==> config.mk <==
export PLATFORM = sky130hd
export DESIGN_NAME = refclk_activity_mon
export DESIGN_NICKNAME = d
export VERILOG_FILES = /design/src/rtl/rcam_pkg.sv /design/src/rtl/rcam_sync.sv /design/src/rtl/rcam_activity.sv /design/src/rtl/rcam_idle_timer.sv /design/src/rtl/rcam_regs.sv /design/src/rtl/refclk_activity_mon.sv
export SDC_FILE = /design/constraint.sdc
export NUM_CORES = 1
export LEC_CHECK = 0
export BUFFER_PORTS_ARGS = -buffer_cell sky130_fd_sc_hd__buf_2
export CAP_MARGIN = 20
export CORE_MARGIN = 2
export CORE_UTILIZATION = 40
export CTS_CLUSTER_SIZE = 14
export DETAILED_ROUTE_END_ITERATION = 8
export HOLD_SLACK_MARGIN = 0.15
export PLACE_DENSITY = 0.72
export SLEW_MARGIN = 10
export SYNTH_ARGS = -nofsm -noshare
export SYNTH_HDL_FRONTEND = slang
export SYNTH_SLANG_ARGS = --single-unit
==> constraint.sdc <==
create_clock -name clk -period 1.95 [get_ports clk]
set_input_delay 0.39 -clock clk [delete_from_list [all_inputs] [get_ports clk]]
set_output_delay 0.39 -clock clk [all_outputs]
set_load 0.01 [all_outputs]
==> src/rtl/rcam_pkg.sv <==
package rcam_pkg;
  localparam int          NUM_REF     = 2;
  localparam int          DATA_W      = 8;
  localparam int          ADDR_W      = 8;
  localparam int          TALLY_W     = 4;
  localparam int          NUM_FLAGS   = NUM_REF + 1;
  localparam int          TMO_BIT     = NUM_REF;
  localparam logic [ADDR_W-1:0] ADDR_STATUS = 8'h22;
  localparam logic [ADDR_W-1:0] ADDR_ENABLE = 8'h23;
  localparam logic [TALLY_W-1:0] TALLY_MAX  = '1;
endpackage

==> src/rtl/rcam_sync.sv <==
module rcam_sync #(
  parameter int STAGES = 2
) (
  input  logic clk,
  input  logic rst,
  input  logic d,
  output logic q
);
  logic [STAGES-1:0] chain;

  always_ff @(posedge clk) begin
    if (rst) chain <= '0;
    else     chain <= {chain[STAGES-2:0], d};
  end

  assign q = chain[STAGES-1];
endmodule

==> src/rtl/rcam_activity.sv <==
module rcam_activity #(
  parameter int WINDOW = 16
) (
  input  logic clk,
  input  logic rst,
  input  logic line_s,
  output logic edge_o,
  output logic active,
  output logic change
);
  localparam int CW = (WINDOW > 2) ? $clog2(WINDOW) : 1;
  localparam logic [CW-1:0] WLAST = CW'(WINDOW - 1);

  logic          prev;
  logic          seen;
  logic [CW-1:0] win_cnt;
  logic          verdict;

  assign edge_o  = line_s ^ prev;
  assign verdict = seen | edge_o;

  always_ff @(posedge clk) begin
    if (rst) begin
      prev    <= 1'b0;
      seen    <= 1'b0;
      win_cnt <= '0;
      active  <= 1'b0;
      change  <= 1'b0;
    end else begin
      prev <= line_s;
      if (win_cnt == WLAST) begin
        win_cnt <= '0;
        seen    <= 1'b0;
        active  <= verdict;
        change  <= (verdict != active);
      end else begin
        win_cnt <= win_cnt + 1'b1;
        seen    <= verdict;
        change  <= 1'b0;
      end
    end
  end
endmodule

==> src/rtl/rcam_idle_timer.sv <==
module rcam_idle_timer #(
  parameter int WINDOW = 16
) (
  input  logic clk,
  input  logic rst,
  input  logic any_edge,
  output logic fire
);
  localparam int CW = (WINDOW > 2) ? $clog2(WINDOW) : 1;
  localparam logic [CW-1:0] WLAST = CW'(WINDOW - 1);

  logic [CW-1:0] quiet;

  always_ff @(posedge clk) begin
    if (rst) begin
      quiet <= '0;
      fire  <= 1'b0;
    end else if (any_edge) begin
      quiet <= '0;
      fire  <= 1'b0;
    end else if (quiet == WLAST) begin
      quiet <= '0;
      fire  <= 1'b1;
    end else begin
      quiet <= quiet + 1'b1;
      fire  <= 1'b0;
    end
  end
endmodule

==> src/rtl/rcam_regs.sv <==
module rcam_regs
  import rcam_pkg::*;
(
  input  logic                 clk,
  input  logic                 rst,
  input  logic                 wr,
  input  logic [ADDR_W-1:0]    addr,
  input  logic [DATA_W-1:0]    wdata,
  input  logic [NUM_REF-1:0]   chg,
  input  logic                 tmo,
  output logic [DATA_W-1:0]    rdata,
  output logic                 irq_n,
  output logic [NUM_FLAGS-1:0] flags,
  output logic [NUM_FLAGS-1:0] en,
  output logic [TALLY_W-1:0]   tally
);
  logic                 hit_status;
  logic                 hit_enable;
  logic [NUM_FLAGS-1:0] w1c;
  logic [NUM_FLAGS-1:0] hw_set;
  logic [DATA_W-1:0]    status_view;
  logic [DATA_W-1:0]    enable_view;
  wire                  unused_wdata_hi = ^wdata[DATA_W-1:NUM_FLAGS];

  assign hit_status  = (addr == ADDR_STATUS);
  assign hit_enable  = (addr == ADDR_ENABLE);
  assign w1c         = (wr && hit_status) ? wdata[NUM_FLAGS-1:0] : '0;
  assign hw_set      = {tmo, chg};
  assign status_view = {tally, {(DATA_W-TALLY_W-NUM_FLAGS){1'b0}}, flags};
  assign enable_view = {{(DATA_W-NUM_FLAGS){1'b0}}, en};

  always_ff @(posedge clk) begin
    if (rst) begin
      flags <= '0;
      en    <= '0;
      tally <= '0;
      rdata <= '0;
      irq_n <= 1'b1;
    end else begin
      flags <= (flags & ~w1c) | hw_set;
      if (w1c[TMO_BIT])
        tally <= tmo ? TALLY_W'(1) : '0;
      else if (tmo && tally != TALLY_MAX)
        tally <= tally + 1'b1;
      if (wr && hit_enable)
        en <= wdata[NUM_FLAGS-1:0];
      if (hit_status)      rdata <= status_view;
      else if (hit_enable) rdata <= enable_view;
      else                 rdata <= '0;
      irq_n <= ~|(flags & en);
    end
  end
endmodule

==> src/rtl/refclk_activity_mon.sv <==
module refclk_activity_mon
  import rcam_pkg::*;
#(
  parameter int WINDOW      = 16,
  parameter int SYNC_STAGES = 2
) (
  input  logic                clk,
  input  logic                rst,
  input  logic [NUM_REF-1:0]  ref_in,
  input  logic                reg_wr,
  input  logic [ADDR_W-1:0]   reg_addr,
  input  logic [DATA_W-1:0]   reg_wdata,
  output logic [DATA_W-1:0]   reg_rdata,
  output logic                irq_n
);
  logic [NUM_REF-1:0]   line_s;
  logic [NUM_REF-1:0]   edges;
  logic [NUM_REF-1:0]   active;
  logic [NUM_REF-1:0]   chg;
  logic                 tmo_pulse;
  logic [NUM_FLAGS-1:0] flags;
  logic [NUM_FLAGS-1:0] en;
  logic [TALLY_W-1:0]   tally;
  wire                  unused_active = ^active;

  for (genvar i = 0; i < NUM_REF; i++) begin : g_line
    rcam_sync #(.STAGES(SYNC_STAGES)) u_sync (
      .clk (clk),
      .rst (rst),
      .d   (ref_in[i]),
      .q   (line_s[i])
    );
    rcam_activity #(.WINDOW(WINDOW)) u_act (
      .clk    (clk),
      .rst    (rst),
      .line_s (line_s[i]),
      .edge_o (edges[i]),
      .active (active[i]),
      .change (chg[i])
    );
  end

  rcam_idle_timer #(.WINDOW(WINDOW)) u_idle (
    .clk      (clk),
    .rst      (rst),
    .any_edge (|edges),
    .fire     (tmo_pulse)
  );

  rcam_regs u_regs (
    .clk   (clk),
    .rst   (rst),
    .wr    (reg_wr),
    .addr  (reg_addr),
    .wdata (reg_wdata),
    .chg   (chg),
    .tmo   (tmo_pulse),
    .rdata (reg_rdata),
    .irq_n (irq_n),
    .flags (flags),
    .en    (en),
    .tally (tally)
  );
endmodule

==> out/qor.csv <==
stage,metric,value,unit
logic_synthesis,synth_top_cell_by_area,dfxtp_1,
logic_synthesis,syn_nets,179,
clock_tree,clock-sinks,43,
floorplanning,coreArea,3720,µm²
logic_synthesis,synth_edf_count,0,
worst_setup_path,critPathBufInv,1,
logic_synthesis,syn_area,1560,µm²
floorplanning,dieArea,4410,µm²
place,gp_congestion,0.752,
global_route,grtUsageTotal,13.0,%
floorplanning,row_count,22,
clock_tree,cts_max_level,2,
global_route,grt_start_max_net_pins,18,
power_and_ir_drop,ir_drop,0.552,mV
sta,fmax,0.739,GHz
clock_tree,cts_buffer_depth,2,
sta,finalSetupViolations,0,
worst_setup_path,worst_setup_path_end_kind,register,
routing,antenna_left,0,
global_route,grt_pass1_wl,4190,µm
routing,drt-total-wl,2470,µm
clock_tree,cts_tree,done,
global_route,antenna_found_initial,0,
clock_tree,cts.clk_slew.worst_paths,0.08,ns
logic_synthesis,synth_cells,154,
global_route,grt_overflow,0,
worst_setup_path,crit_type,in2reg,
routing,first_iter_violations,49,
logic_synthesis,avgSynthCellArea,10.1,µm²
final_layout,fin_nets,207,
routing,post_drt_wl_per_cell,10.7,µm
clock_tree,holdBufCountCts,0,
logic_synthesis,yosysWarningCount,0,
final_layout,area_growth,18.3,%
clock_tree,clock-root-buffer,clkbuf_8,
logic_synthesis,synth_ff_type,dfxtp_1,
clock_tree,cts_buffers,5,
final_layout,drive_above_1_share,20.8,%
sta,skew,0.00808,ns
place,hpwl,1810,µm
sta,holdWs,0.308,ns
worst_setup_path,cp.arrival,1.53,ns
clock_tree,post-cts-setup-buffers,0,
sta,timing.setup.tns,0,ns
logic_synthesis,ys_seq_area_share,55.3,%
worst_setup_path,worstPathRequired,2.12,ns
global_route,grt_pass1_vias,1010,
routing,vias,1109,
outcome,status,finished clean,
final_layout,antenna_cells,0,
floorplanning,num_io_pins,30,
floorplanning,die_w,66.4,µm
worst_setup_path,slowest_delay,0.35,ns
logic_synthesis,synth_top_cell_area_share,55.3,%
place,port_buffers,23,
sta,maxSlewViolCount,0,
worst_setup_path,worstPathCellList,"buf_2, nor4b_4, nand4b_2, o21bai_1, o22ai_1",
clock_tree,cts.repair.resized,0,
floorplanning,initial_core_util,41.9,%
sta,fin_crit_sh,69.4,%
worst_setup_path,cp-start-kind,primary input,
logic_synthesis,synth.distinct_cells,34,
logic_synthesis,postSynth.asyncResetShare,0,%
final_layout,final_common_cell,dfxtp_1,
worst_setup_path,crit_family,simple AND/OR/NAND/NOR gates,
floorplanning,chipHeight,66.4,µm
routing,via_per_inst,4.80,
worst_setup_path,cp_max_fo,6,
routing,drc_errors,0,
logic_synthesis,ys_ff_latch,43,
final_layout,utilization,49.6,%
power_and_ir_drop,pwr_density_cell,923,nW/µm²
sta,finalHoldViolCount,0,
routing,drtPass1Iterations,4,
logic_synthesis,synthTopCellsByArea,"dfxtp_1, nor2_1, xor2_1",
worst_hold_path,hp-class,in2reg,
sta,rsz0062_at_grt,no,
worst_setup_path,crit_slowest_cell,o21bai_1,
final_layout,layout_common_cells,"dfxtp_1, buf_2, nor2_1, a21oi_1, inv_1",
power_and_ir_drop,leakage,0.801,nW
sta,min_period,1.35,ns
clock_tree,clock_latency,0.30,ns
run,maxCapViolCount,0,
synth_stat cells, types with 3 or more instances:
master,count
a21oi_1,8
dfxtp_1,43
o21ai_0,4
xor2_1,6
or2_2,3
inv_1,7
nand3_1,6
nor2_1,22
nor3b_1,3
and2_1,5
a22o_1,3
nand2_1,6
ha_1,4
xnor2_1,3
nor2b_1,6
mux2i_1,3
stage by stage:
| stage | cells | worst slack, ns | power [mW] | area, µm² |
|---|---|---|---|---|
| after detailed placement | 223 | 0.252 | 1.02 | 1730 |
| after floorplan | 154 | 0.551 | 0.990 | 1560 |
| after global placement | 223 | 0.288 | 1.02 | 1730 |
| final | 231 | 0.597 | 1.70 | 1840 |
| after global routing | 231 | 0.486 | 1.77 | 1840 |
| after CTS | 231 | 0.563 | 1.72 | 1840 |
sequential cells by signal (all words and copies together), names as in the netlist:
register	cells
u_regs.flags	3
u_idle.quiet	4
g_line.u_act.change	2
u_regs.tally	4
g_line.u_sync.chain	4
g_line.u_act.win_cnt	8
u_regs.en	3
u_regs.rdata	7
u_regs.irq_n	1
g_line.u_act.seen	2
u_idle.fire	1
g_line.u_act.prev	2
g_line.u_act.active	2
cells by family after synthesis:
group	after synthesis	share of synthesized area (%)
other	1	0.241
AOI/OAI and AO/OA	22	9.16
buffers and inverters	10	2.65
xor gates and xnor gates	9	5.06
muxes	3	1.93
and+or+nand+nor	62	22.5
adders and majority gates	4	3.21
DFF	43	55.3
power breakdown:
part	leakage, nW	switching, mW	internal, mW	total [mW]
combinational	0.390	0.0462	0.0400	0.0862
sequential	0.349	0.0140	0.901	0.915
clock	0.0612	0.286	0.414	0.700
total	0.801	0.346	1.36	1.70
cell type report:
class,instances,area (µm²)
clock buffer,6,82.6
clock inverter,2,35.0
fill,354,1870
inverter,7,26.3
multi-input combinational,101,656
sequential,43,861
tap,48,60.1
timing repair buffer,24,123
worst paths after layout:
path,start,end,slack (ns),cells after the start
max,reg_addr[7],u_regs.flags[2],0.60,5
min,ref_in[1],g_line[1].u_sync.chain[0],0.31,2
max reg2reg,g_line[0].u_act.win_cnt[0],g_line[0].u_act.win_cnt[3],0.69,4
min reg2reg,g_line[1].u_act.change,u_regs.flags[1],0.43,2
layer usage:
layer / global-route usage (%) / vias to the layer above / share of wire [%]
li1: - / 579 / -
met1: 14.9 / 496 / 46
met2: 20.5 / 28 / 45
met3: 6.64 / 6 / 6.6
met4: 5.36 / 0 / 1.7
met5: 0 / - / 0
Note: power is estimated with default switching activity, not from simulation.
